===== src/rtl/aux_ctrl_pkg.sv =====
package aux_ctrl_pkg;

  localparam int NUM_REGS = 7;

  typedef enum logic [2:0] {
    RI_CFG   = 3'd0,
    RI_DIAG  = 3'd1,
    RI_MODEM = 3'd2,
    RI_AUX1  = 3'd3,
    RI_AUX2  = 3'd4,
    RI_LED   = 3'd5,
    RI_SYS   = 3'd6
  } reg_idx_t;

  typedef enum logic [1:0] {
    SZ_BYTE = 2'd0,
    SZ_HALF = 2'd1,
    SZ_WORD = 2'd2,
    SZ_BAD  = 2'd3
  } acc_size_t;

  // bit positions the block's behaviour depends on
  localparam int CFG_PIE_BIT  = 3;
  localparam int AUX1_TC_BIT  = 1;
  localparam int AUX2_OFF_BIT = 0;
  localparam int AUX2_CLR_BIT = 1;
  localparam int AUX2_PF_BIT  = 5;
  localparam int SYS_RST_BIT  = 0;
  localparam int SYS_STAT_BIT = 1;

  function automatic acc_size_t width_for(int unsigned idx);
    if (idx == int'(RI_LED)) return SZ_HALF;
    if (idx == int'(RI_SYS)) return SZ_WORD;
    return SZ_BYTE;
  endfunction

endpackage


===== src/rtl/aux_ctrl_decode.sv =====
module aux_ctrl_decode
  import aux_ctrl_pkg::*;
#(
  parameter int ADDR_W = 4
) (
  input  logic [NUM_REGS-1:0] sel,
  input  logic [1:0]          size,
  input  logic [ADDR_W-1:0]   addr,
  input  logic                wr_en,
  input  logic                rd_en,
  output logic [NUM_REGS-1:0] wr_hit,
  output logic [NUM_REGS-1:0] rd_hit,
  output logic                width_bad
);

  logic [NUM_REGS-1:0] wmatch;
  logic [NUM_REGS-1:0] offok;
  logic [NUM_REGS-1:0] good;

  for (genvar i = 0; i < NUM_REGS; i++) begin : g_reg
    localparam acc_size_t NEED = width_for(i);
    assign wmatch[i] = (size == NEED);
    if (i >= int'(RI_LED)) begin : g_wide
      assign offok[i] = (addr == '0);
    end else begin : g_byte
      assign offok[i] = 1'b1;
    end
    assign good[i] = sel[i] & wmatch[i] & offok[i];
  end

  assign wr_hit    = wr_en ? good : '0;
  assign rd_hit    = rd_en ? good : '0;
  assign width_bad = (wr_en | rd_en) & (|(sel & ~wmatch));

endmodule


===== src/rtl/aux_pwr_fail.sv =====
module aux_pwr_fail
  import aux_ctrl_pkg::*;
#(
  parameter int REG_W = 8
) (
  input  logic             clk,
  input  logic             rst,
  input  logic             wr_aux2,
  input  logic             wr_off,
  input  logic             wr_clr,
  input  logic             pie,
  input  logic             pf_in,
  output logic [REG_W-1:0] aux2_q,
  output logic             shut_q
);

  logic             pf_prev;
  logic [REG_W-1:0] aux2_d;

  always_comb begin
    aux2_d = aux2_q;
    if (wr_aux2) begin
      aux2_d               = '0;
      aux2_d[AUX2_OFF_BIT] = wr_off;
      aux2_d[AUX2_PF_BIT]  = aux2_q[AUX2_PF_BIT] & ~wr_clr;
    end
    if (pf_in != pf_prev) begin
      aux2_d[AUX2_PF_BIT] = pf_in & pie;
    end
  end

  always_ff @(posedge clk) begin
    if (rst) begin
      aux2_q  <= '0;
      pf_prev <= 1'b0;
      shut_q  <= 1'b0;
    end else begin
      aux2_q  <= aux2_d;
      pf_prev <= pf_in;
      shut_q  <= wr_aux2 & wr_off;
    end
  end

endmodule


===== src/rtl/aux_ctrl_bank.sv =====
module aux_ctrl_bank
  import aux_ctrl_pkg::*;
#(
  parameter int ADDR_W = 4,
  parameter int DATA_W = 32,
  parameter int LED_W  = 16,
  parameter int REG_W  = 8
) (
  input  logic                clk,
  input  logic                rst,
  input  logic                por,
  input  logic [NUM_REGS-1:0] sel,
  input  logic [1:0]          size,
  input  logic [ADDR_W-1:0]   addr,
  input  logic                wr_en,
  input  logic                rd_en,
  input  logic [DATA_W-1:0]   wdata,
  output logic [DATA_W-1:0]   rdata,
  output logic                err,
  input  logic                pwr_failing,
  output logic                irq,
  output logic                tc_pulse,
  output logic                shutdown_req,
  output logic                reset_req
);

  localparam logic [DATA_W-1:0] SYS_STAT_VAL = DATA_W'(1) << SYS_STAT_BIT;
  localparam logic [REG_W-1:0]  AUX1_KEEP    = ~(REG_W'(1) << AUX1_TC_BIT);

  logic [NUM_REGS-1:0] wr_hit, rd_hit;
  logic                width_bad;
  logic                clr_all;

  logic [REG_W-1:0]  cfg_q, diag_q, mdm_q, aux1_q, aux2_q;
  logic [LED_W-1:0]  led_q;
  logic [DATA_W-1:0] sys_q;
  logic [DATA_W-1:0] rd_nxt;
  logic              tc_q, rr_q, err_q, shut_q;
  logic [DATA_W-1:0] rdata_q;

  assign clr_all = rst | por;

  aux_ctrl_decode #(.ADDR_W(ADDR_W)) dec_i (
    .sel       (sel),
    .size      (size),
    .addr      (addr),
    .wr_en     (wr_en),
    .rd_en     (rd_en),
    .wr_hit    (wr_hit),
    .rd_hit    (rd_hit),
    .width_bad (width_bad)
  );

  aux_pwr_fail #(.REG_W(REG_W)) pwr_i (
    .clk     (clk),
    .rst     (clr_all),
    .wr_aux2 (wr_hit[RI_AUX2]),
    .wr_off  (wdata[AUX2_OFF_BIT]),
    .wr_clr  (wdata[AUX2_CLR_BIT]),
    .pie     (cfg_q[CFG_PIE_BIT]),
    .pf_in   (pwr_failing),
    .aux2_q  (aux2_q),
    .shut_q  (shut_q)
  );

  // registers cleared by the block reset
  always_ff @(posedge clk) begin
    if (clr_all) begin
      cfg_q  <= '0;
      mdm_q  <= '0;
      aux1_q <= '0;
      tc_q   <= 1'b0;
    end else begin
      tc_q <= 1'b0;
      if (wr_hit[RI_CFG])   cfg_q <= wdata[REG_W-1:0];
      if (wr_hit[RI_MODEM]) mdm_q <= wdata[REG_W-1:0];
      if (wr_hit[RI_AUX1]) begin
        aux1_q <= wdata[REG_W-1:0] & AUX1_KEEP;
        tc_q   <= wdata[AUX1_TC_BIT];
      end
    end
  end

  // registers that survive the block reset
  always_ff @(posedge clk) begin
    if (por) begin
      diag_q <= '0;
      led_q  <= '0;
      sys_q  <= '0;
    end else begin
      if (wr_hit[RI_DIAG]) diag_q <= wdata[REG_W-1:0];
      if (wr_hit[RI_LED])  led_q  <= wdata[LED_W-1:0];
      if (wr_hit[RI_SYS] && wdata[SYS_RST_BIT]) sys_q <= SYS_STAT_VAL;
    end
  end

  always_comb begin
    rd_nxt = '0;
    if (rd_hit[RI_CFG])   rd_nxt[REG_W-1:0] = cfg_q;
    if (rd_hit[RI_DIAG])  rd_nxt[REG_W-1:0] = diag_q;
    if (rd_hit[RI_MODEM]) rd_nxt[REG_W-1:0] = mdm_q;
    if (rd_hit[RI_AUX1])  rd_nxt[REG_W-1:0] = aux1_q;
    if (rd_hit[RI_AUX2])  rd_nxt[REG_W-1:0] = aux2_q;
    if (rd_hit[RI_LED])   rd_nxt[LED_W-1:0] = led_q;
    if (rd_hit[RI_SYS])   rd_nxt            = sys_q;
  end

  always_ff @(posedge clk) begin
    if (clr_all) begin
      rdata_q <= '0;
      err_q   <= 1'b0;
      rr_q    <= 1'b0;
    end else begin
      rdata_q <= rd_nxt;
      err_q   <= width_bad;
      rr_q    <= wr_hit[RI_SYS] & wdata[SYS_RST_BIT];
    end
  end

  assign rdata        = rdata_q;
  assign err          = err_q;
  assign tc_pulse     = tc_q;
  assign shutdown_req = shut_q;
  assign reset_req    = rr_q;
  assign irq          = aux2_q[AUX2_PF_BIT] & cfg_q[CFG_PIE_BIT];

endmodule


===== config.mk =====
export PLATFORM = sky130hd
export DESIGN_NAME = aux_ctrl_bank
export DESIGN_NICKNAME = d
export VERILOG_FILES = /design/src/rtl/aux_ctrl_pkg.sv /design/src/rtl/aux_ctrl_decode.sv /design/src/rtl/aux_pwr_fail.sv /design/src/rtl/aux_ctrl_bank.sv
export SDC_FILE = /design/constraint.sdc
export NUM_CORES = 1
export LEC_CHECK = 0
export BUFFER_PORTS_ARGS = -buffer_cell sky130_fd_sc_hd__buf_2
export CELL_PAD_IN_SITES_DETAIL_PLACEMENT = 1
export CELL_PAD_IN_SITES_GLOBAL_PLACEMENT = 1
export CORE_MARGIN = 10
export CORE_UTILIZATION = 35
export CTS_BUF_LIST = sky130_fd_sc_hd__clkbuf_16
export CTS_CLUSTER_DIAMETER = 120
export DETAILED_ROUTE_END_ITERATION = 8
export GPL_TIMING_DRIVEN = 0
export PLACE_DENSITY_LB_ADDON = 0.1
export SYNTH_ARGS = -nofsm -noshare
export SYNTH_HDL_FRONTEND = slang
export SYNTH_SLANG_ARGS = --single-unit

===== constraint.sdc =====
create_clock -name clk -period 2.2 [get_ports clk]
set_input_delay 0 -clock clk [delete_from_list [all_inputs] [get_ports clk]]
set_output_delay 0 -clock clk [all_outputs]
set_load 0.005 [all_outputs]

==> results.md, run 1 <==
* Sink Count at 71
* Depth of the CTS H-tree at 3
* Setup TNS at 0 ns
* CTS Buffer Depth at 2
* Met1 Resource Use GR at 17.10%
* Via count at 2688
* CP Depth at 7
* Sequential cell area fraction in the yosys report at 47.04%
* Antenna cells at 0
* Post-synth EDFFs at 0
* FFs w/ async S/R, synth at 0%
* Routability congestion estimate at 0.7818
* Final cell count without fillers at 566
* WL/cell at 15.91 µm
* RSZ-0062 raised after global routing: no
* Largest net degree at the start of global routing at 14
* Starting Density at 36.41%
* First-pass GRT wire length at 14.66 mm
* Core Area at 8299 µm²
* Port bufs at 49
* Fmax at 0.6301 GHz
* Final hold vios at 0
* Setup violators final at 0
* Final Max Tran Viols at 0
* Min-Delay Path Class: in2reg
* Number of placement rows at 33
* CP Cell Sequence: dlygate4sd3_1 -> buf_2 -> nor3b_1 -> buf_2 -> nand2_1 -> nand2_1 -> a21oi_1
* Met2 Use GR at 23.46%
* Later-pin clock latency in the skew report at 0.33 ns
* DP HPWL at 6.649 mm
* Library cells used by synthesis at 44
* Height of the die at 112.9 µm
* DRT iter0 DRCs at 90
* Crit. End Element: flop
* Main synth FF type: dfxtp_1
* Fill count at 1022
* Worst EP arrival at 1.78 ns
* Avg Cell Area, Syn at 8.347 µm²
* Buf+Inv Stages, Crit Path at 3
* Crit Path Category: in2reg
* DRC Markers at 0
* Leak at 1.683 nW
* Placed instance count at 531
* VDD IR-drop max at 0.6072 mV
* Crit path max-delay family: buffers and inverters
* Final #Nets at 507
* Yosys warning count at 0
* Total I/O pin count at 88
* Clk slew on worst S/H paths at 0.06 ns
* Drt pass-1 iters at 4
* Worst EP required at 2.39 ns
* Root Buffer: clkbuf_16
* DRT antenna net count at 0
* Total CTS buffers at 9
* Synthesized flop and latch total at 71
* Synth-to-Final Area Change at 32.05%
* Rel. slew slack at 63.29%
* Startpoint Class: input port
* Initial antenna violation count at 0
* Mapped cell area at 3022 µm²
* Share of post-route cells with drive strength above 1 at 22.99%
* GRT Util Overall at 14.12%
* Period utilization at 72.14%
* Least-Margin Pin Slew at 0.5507 ns
* CTS tree: built
* Power Density at 802.9 nW/µm²
* Hold Path Stages at 3
* Die width at 112.9 µm
* CP Max Fanout at 10
* Gr ovfl total at 0
* Outcome: finished clean
* GRT busiest layer: met2
* R2R setup slack at 1.02 ns
* Max_cap viols at 0
* Synth Instances at 362
* R2r worst-path depth at 4
* # Post-CTS Setup Buffers at 0
* Total Wirelength at 9.006 mm
* Clock Skews at 0.004584 ns
* Final worst path period need at 1.587 ns
* Met3 Usage GRT at 4.596%
* Via/cell ratio at 4.749
* Delay of the slowest critical-path stage at 0.53 ns
* CP max-delay cell: dlygate4sd3_1
* Area of the die at 12750 µm²
* Vias in the first global route at 2848
==> tightest hold or removal path: cells and delay by family <==
family / cells / cell delay (ns)
buffers and inverters: 1 / 0.13
AND/OR/NAND/NOR: 1 / 0.10
AO/OA/AOI/OAI: 1 / 0.08
==> flip-flops by register name (all words and copies together) (netlist names) <==
name           count
led_q             16
rdata             16
cfg_q              8
diag_q             8
mdm_q              8
aux1_q             7
pwr_i.aux2_q       2
err                1
pwr_i.pf_prev      1
pwr_i.shut_q       1
reset_req          1
sys_q              1
tc_pulse           1
==> area by class of cell <==
type,count,area (µm²),share of cell area (%)
Buffer,38,220.2,5.519
Clock buffer,9,225.2,5.644
Clock inverter,7,120.1,3.010
Inverter,2,7.507,0.1881
Multi-Input combinational cell,266,1429,35.81
Sequential cell,71,1421,35.62
Tap cell,105,131.4,3.293
Timing Repair Buffer,68,435.4,10.91
==> final timing paths <==
path | from | end
worst max-delay path | wr_en | diag_q[7]$_SDFFE_PP0P_
worst min-delay path | sel[6] | err$_SDFF_PP0_
worst max register to register | diag_q[0]$_SDFFE_PP0P_ | rdata[0]$_SDFF_PP0_
worst min register to register | mdm_q[0]$_SDFFE_PP0P_ | mdm_q[0]$_SDFFE_PP0P_
==> report_power, final <==
part           switching, mW  leakage [nW]  internal [mW]
logic                  0.134         0.945         0.0951
clock network          0.563         0.166           1.11
registers            0.00461         0.573           1.30
==> synth_stat cells, drive strengths merged, types with 2 or more instances <==
| master | instances | area share, % |
|---|---|---|
| o21ai | 11 | 1.8 |
| nand3 | 6 | 1.2 |
| clkbuf | 12 | 1.5 |
| nand2 | 91 | 11 |
| nor4 | 2 | 1.4 |
| dfxtp | 71 | 47 |
| a22o | 2 | 0.62 |
| nor2b | 5 | 1.0 |
| and3b | 2 | 0.58 |
| buf | 26 | 5.8 |
| a32o | 4 | 1.3 |
| a21oi | 42 | 7.0 |
| nand3b | 4 | 0.99 |
| and2 | 14 | 3.2 |
| nor3 | 4 | 0.83 |
| nor2 | 25 | 3.1 |
| o211ai | 4 | 0.99 |
| inv | 2 | 0.25 |
| nand2b | 3 | 0.62 |
| mux2i | 16 | 5.3 |
==> stage by stage <==
| stage | instance area [µm²] | setup WS, ns | hold WS, ns | power (mW) | util (%) |
|---|---|---|---|---|---|
| after CTS | 3990 | 0.6184 | 0.02538 | 3.239 | 48.08 |
| final | 3990 | 0.6129 | 0.03411 | 3.204 | 48.08 |
| after detailed placement | 3455 | 0.5855 | 0.2394 | 1.531 | 41.63 |
| after floorplan | 3078 | 1.014 | 0.1217 | 1.444 | - |
| after global routing | 3990 | 0.4504 | 0.06320 | 3.318 | 48.08 |
| after global placement | 3455 | 0.6162 | 0.2341 | 1.529 | 41.63 |
==> routing by layer <==
| metal | wire length (µm) | share of wire (%) | vias up |
|---|---|---|---|
| li1 | - | - | 1364 |
| met1 | 4206 | 47 | 1267 |
| met2 | 4339 | 48 | 55 |
| met3 | 419 | 4.7 | 2 |
| met4 | 40 | 0.44 | 0 |
| met5 | 0 | 0 | - |
==> cell usage in the layout, fill, tap and decap left out, drive strengths merged, types with 3 or more instances in the layout <==
master       netlist  layout
nand3b             4       4
mux2i             16      16
nor3               4       4
nand2b             3       3
nor2b              5       5
bufinv             0       3
nand3              6       6
clkbuf            12      21
nor2              25      25
inv                2       3
buf               26      75
conb               1      16
dlygate4sd3        0      19
a32o               4       4
nand2             91      91
o21ai             11      11
a21oi             42      42
dfxtp             71      71
o211ai             4       4
and2              14      14
==> what timing repair did <==
action	in CTS	in global routing
hold buffers	19	0
resized for setup	0	0
endpoints found under the hold margin	39	0
==> cells by family (layout without fill, tap and decap cells) <==
| logic type | after synthesis | in the layout | share of synthesized area (%) |
|---|---|---|---|
| compound gates | 72 | 72 | 14.12 |
| xor+xnor | 1 | 1 | 0.2899 |
| buf+inv | 40 | 124 | 7.536 |
| flops | 71 | 71 | 47.04 |
| mux | 16 | 16 | 5.300 |
| other cells | 1 | 16 | 0.1241 |
| simple gates | 161 | 161 | 25.59 |
Power figures use the tool's default switching activity.
==> run 2: changes to the inputs <==
Settings changed: CORE_UTILIZATION 35 to 34.
Clock period 2.2 ns to 1.4 ns, I/O delays scaled along.
==> run 2 against run 1 <==
Non-clock buffer count stayed put. First-iteration DRC count is 12% lower. Wire length is 0.12% lower. Setup slack worse by 0.45 ns. Via count is 0.30% higher. Clock power is 40% higher. Combinational power is 57% higher. Die area is 2.4% higher. Largest power group unchanged. Flip-flop and latch count stayed put. Hold slack worse by 0.017 ns.
==> results.md, run 2 (synthesized netlist as in run 1, its figures left out) <==
* Total Wirelength at 8.995 mm
* Leak at 1.663 nW
* Final worst path period need at 1.240 ns
* Least-Margin Pin Slew at 0.5788 ns
* Critical Path Most Common Cell: nor4_4
* Via/cell ratio at 4.738
* CP Cell Sequence: buf_2 -> nor4_4 -> nand2_2 -> nor4_4 -> buf_6 -> a32o_1
* Final #Nets at 507
* Crit path max-delay family: simple AND/OR/NAND/NOR gates
* Vias in the first global route at 2843
* Min-Delay Path Class: in2reg
* First-pass GRT wire length at 14.84 mm
* Number of placement rows at 34
* Core Area at 8678 µm²
* Initial antenna violation count at 0
* GRT Util Overall at 14.23%
* DRT antenna net count at 0
* CTS Buffer Depth at 2
* Worst EP arrival at 1.51 ns
* Final core occ at 45.57%
* Later-pin clock latency in the skew report at 0.33 ns
* Final Max Tran Viols at 0
* Clock Skews at 0.006898 ns
* Hold wc startpoint: sel[6]
* RSZ-0062 raised after global routing: no
* Clk slew on worst S/H paths at 0.06 ns
* Total CTS buffers at 9
* Total I/O pin count at 88
* CP Max Fanout at 10
* Crit Path Category: in2reg
* Setup crit start: addr[3]
* Routability congestion estimate at 0.7498
* Hold slack at 0.01741 ns
* Period utilization at 88.59%
* Worst EP required at 1.67 ns
* Gr ovfl total at 0
* Final Cell Area at 3955 µm²
* Starting Density at 34.82%
* Sink Count at 71
* Max_cap viols at 0
* Worst R2R Start: diag_q[0]$_SDFFE_PP0P_
* Root Buffer: clkbuf_16
* Height of the die at 114.3 µm
* VDD IR-drop max at 0.5572 mV
* Area of the die at 13060 µm²
* Final hold vios at 0
* Placed Instance Area at 3458 µm²
* Synth-to-Final Area Change at 30.89%
* CP max-delay cell: nor4_4
* Drt pass-1 iters at 5
* Crit. End Element: flop
* DRC Markers at 0
* Outcome: finished clean
* Share of post-route cells with drive strength above 1 at 23.21%
* Largest net degree at the start of global routing at 15
* Startpoint Class: input port
* Port bufs at 49
* Setup violators final at 0
* Antenna cells at 0
* Depth of the CTS H-tree at 3
* Most frequent cells in the layout: nand2_1 (90), dfxtp_1 (71), buf_2 (54)
* CTS tree: built
* Commonest non-fill, non-tap cell in the layout: nand2_1
* Die width at 114.3 µm
* Fmax at 0.8063 GHz
* DRT iter0 DRCs at 79
* Fill count at 1072
* Total power at 4.728 mW
* Rel. slew slack at 61.41%
* Power Density at 1195 nW/µm²
* Via count at 2696
* Buf+Inv Stages, Crit Path at 2
* WL/cell at 15.81 µm
* Delay of the slowest critical-path stage at 0.44 ns
* DP HPWL at 6.668 mm
## run 2: power breakdown
part | switching [mW] | total, mW | leakage (nW) | internal (mW)
logic | 0.209 | 0.359 | 0.947 | 0.150
clock network | 0.929 | 2.33 | 0.143 | 1.40
registers | 0.00716 | 2.04 | 0.573 | 2.04
total | 1.15 | 4.73 | 1.66 | 3.58
## run 2: metal layers
metal	global-route usage, %	vias to the layer above	share of wire, %
met5	0	-	0
met4	4.261	0	1.1
met3	3.983	8	5.1
met2	23.20	59	46
met1	17.82	1260	48
li1	-	1369	-
## run 2: metrics by stage
| step | std cells | worst slack [ns] | TNS, ns |
|---|---|---|---|
| 5_1_grt | 569 | 0.005110 | 0 |
| 3_5_place_dp | 534 | -0.2222 | -6.369 |
| 6_report | 569 | 0.1597 | 0 |
| 2_1_floorplan | 377 | 0.2141 | 0 |
| 4_1_cts | 569 | 0.1420 | 0 |
| 3_3_place_gp | 534 | -0.1754 | -5.198 |
## run 2: final timing paths
kind         cells past startpoint  slack, ns                  end
max                              6       0.16  rdata[3]$_SDFF_PP0_
min                              3       0.02       err$_SDFF_PP0_
max reg2reg                      4       0.25  rdata[0]$_SDFF_PP0_
min reg2reg                      1       0.46  rdata[9]$_SDFF_PP0_
## run 2: cell type report
cell class,count,area [µm²],share of cell area (%)
Multi-Input combinational cell,266,1429,36.13
Sequential cell,71,1421,35.94
Timing Repair Buffer,68,435.4,11.01
Clock buffer,9,225.2,5.694
Buffer,38,221.5,5.599
Tap cell,108,135.1,3.417
Clock inverter,7,80.08,2.025
Inverter,2,7.507,0.1898
## run 2: what timing repair did
action	in CTS	in global routing
gates resized for setup	0	1
endpoints found under the setup margin	0	1
setup buffers	0	0
hold endpoints to repair	39	0
hold buffers	19	0
## run 2: worst min-delay path, stage by stage
cell and delay [ns]:
buf_2 0.13, nor2_1 0.10, a221oi_1 0.08
==> run 3: changes to the inputs <==
Settings changed: CAP_MARGIN set to 0, CORE_UTILIZATION 34 to 35, CTS_BUF_LIST sky130_fd_sc_hd__clkbuf_16 to sky130_fd_sc_hd__clkbuf_2.
==> run 3 against run 2 <==
The flow now finishes with violations (negative hold slack). Wire length increased by 1.9%. Clock skew grew 0.027 ns. Sequential power barely moved. Critical path type unchanged. Critical endpoint is now rdata[4]$_SDFF_PP0_. Largest power group is now registers. Highest routed layer unchanged.
==> results.md, run 3 (synthesized netlist as in run 1, its figures left out) <==
* Sink Count at 71
* Antenna cells at 0
* Height of the die at 112.9 µm
* DRT iter0 DRCs at 85
* Largest net degree at the start of global routing at 14
* CP max-delay cell: dlygate4sd3_1
* Buf+Inv Stages, Crit Path at 2
* Clk slew on worst S/H paths at 0.24 ns
* Hold Path Stages at 5
* Root Buffer: clkbuf_2
* Die width at 112.9 µm
* CTS Buffer Depth at 2
* VDD IR-drop max at 0.6075 mV
* Crit Path Category: in2reg
* Initial antenna violation count at 0
* Via/cell ratio at 4.740
* Total Wirelength at 9.166 mm
* Placed instance count at 531
* Final cell count without fillers at 581
* FF/Latch Area at 1421 µm²
* Final #Nets at 522
* Area of the die at 12750 µm²
* Area of the multi-input gates at 1439 µm²
* Most frequent cells in the layout: nand2_1 (90), dfxtp_1 (71), buf_2 (53)
* Failing checks: negative hold slack
* Leak at 1.671 nW
* Worst EP required at 1.86 ns
* Power Density at 1010 nW/µm²
* Drt pass-1 iters at 4
* Starting Density at 36.41%
* Crit path max-delay family: simple AND/OR/NAND/NOR gates
* Port bufs at 49
* CP Cell Sequence: dlygate4sd3_1 -> buf_2 -> or3b_2 -> nor3_2 -> a32o_1
* Outcome: finished, violations left
* Startpoint Class: input port
* Clock Skews at 0.03430 ns
* CTS tree: built
* Routability congestion estimate at 0.7818
* Fill count at 1044
* DRC Markers at 0
* Core Area at 8299 µm²
* Later-pin clock latency in the skew report at 0.55 ns
* WL/cell at 15.78 µm
* Setup crit start: size[0]
* Vias in the first global route at 2884
* Hold slack at -0.0001565 ns
* R2R setup slack at 0.17 ns
* Max_cap viols at 0
* Period utilization at 96.35%
* DRT antenna net count at 0
* Final hold vios at 1
* Min-Delay Path Class: in2reg
* Depth of the CTS H-tree at 3
* Hold wc startpoint: addr[0]
* Setup violators final at 0
* GRT busiest layer: met2
* Gr ovfl total at 0
* Met2 Use GR at 23.66%
* R2R Path End: sys_q[1]$_SDFFE_PP0P_
* Commonest non-fill, non-tap cell in the layout: nand2_1
* Number of placement rows at 33
* Via count at 2754
* Final Max Tran Viols at 0
* Rel. slew slack at 61.40%
* Share of post-route cells with drive strength above 1 at 22.69%
* R2r worst-path depth at 3
* Met1 Resource Use GR at 17.80%
* First-pass GRT wire length at 14.94 mm
* Fmax at 0.7413 GHz
* DP HPWL at 6.649 mm
* Crit. End Element: flop
* Total I/O pin count at 88
* Final worst path period need at 1.349 ns
* Fin worst setup slack at 0.05108 ns
* # Post-CTS Setup Buffers at 0
* Worst R2R Start: sys_q[1]$_SDFFE_PP0P_
* Cts hold-fix bufs at 34
* Pre-CTS setup slack at -0.2145 ns
* Least-Margin Pin Slew at 0.5789 ns
* Worst EP arrival at 1.81 ns
* Total CTS buffers at 9
* Met3 Usage GRT at 4.226%
* GRT Util Overall at 14.44%
* RSZ-0062 raised after global routing: no
* CP Max Fanout at 8
* Synth-to-Final Area Change at 31.47%
* Hold-critical path endpoint: led_q[0]$_SDFFE_PP0P_
* Delay of the slowest critical-path stage at 0.54 ns
* Setup TNS at 0 ns
## run 3: area by class of cell
class | count | share of cell area [%]
timing repair buffer | 83 | 14.74
clock buffer | 9 | 1.134
inverter | 2 | 0.1890
tap | 105 | 3.307
clock inverter | 7 | 3.024
multi-input combinational | 266 | 36.22
buffer | 38 | 5.606
sequential | 71 | 35.78
## run 3: worst max-delay path by stage
stage / end / slack, ns / depth (start not counted)
2_1_floorplan: led_q[6]$_SDFFE_PP0P_ / 0.21 / 6
3_3_place_gp: cfg_q[4]$_SDFFE_PP0P_ / -0.18 / 5
3_5_place_dp: cfg_q[3]$_SDFFE_PP0P_ / -0.21 / 5
4_1_cts: diag_q[0]$_SDFFE_PP0P_ / 0.06 / 8
5_1_grt: sys_q[1]$_SDFFE_PP0P_ / 0.02 / 5
6_report: rdata[4]$_SDFF_PP0_ / 0.05 / 5
## run 3: worst reg2reg max path, stage by stage, from the launching register on
cell	delay (ns)
dfxtp_1	0.39
a41oi_1	0.16
dlygate4sd3_1	0.57
nor2_1	0.04
## run 3: per-layer routing
metal | wire [µm] | vias to the layer above
met5 | 0 | -
met4 | 57 | 0
met3 | 516 | 7
met2 | 4350 | 60
met1 | 4241 | 1288
li1 | - | 1399
## run 3: report_power, final
group          internal (mW)  switching [mW]
Clock                  0.775           0.797
Combinational          0.174           0.217
Sequential              2.04         0.00710
Total                   2.99            1.02
## run 3: per-stage QoR
stage | cell area [µm²] | util, % | hold WS (ns) | power (mW)
global route | 3973 | 47.87 | -0.01980 | 4.182
floorplan | 3078 | - | 0.1217 | 2.269
global placement | 3455 | 41.63 | 0.2341 | 2.403
CTS | 3960 | 47.72 | -0.04913 | 4.049
finish | 3973 | 47.87 | -0.0001565 | 4.011
detailed placement | 3455 | 41.63 | 0.2394 | 2.406
## run 3: timing repair
action	CTS	global route
resized for setup	0	3
endpoints found under the setup margin	0	25
hold endpoints to repair	59	2
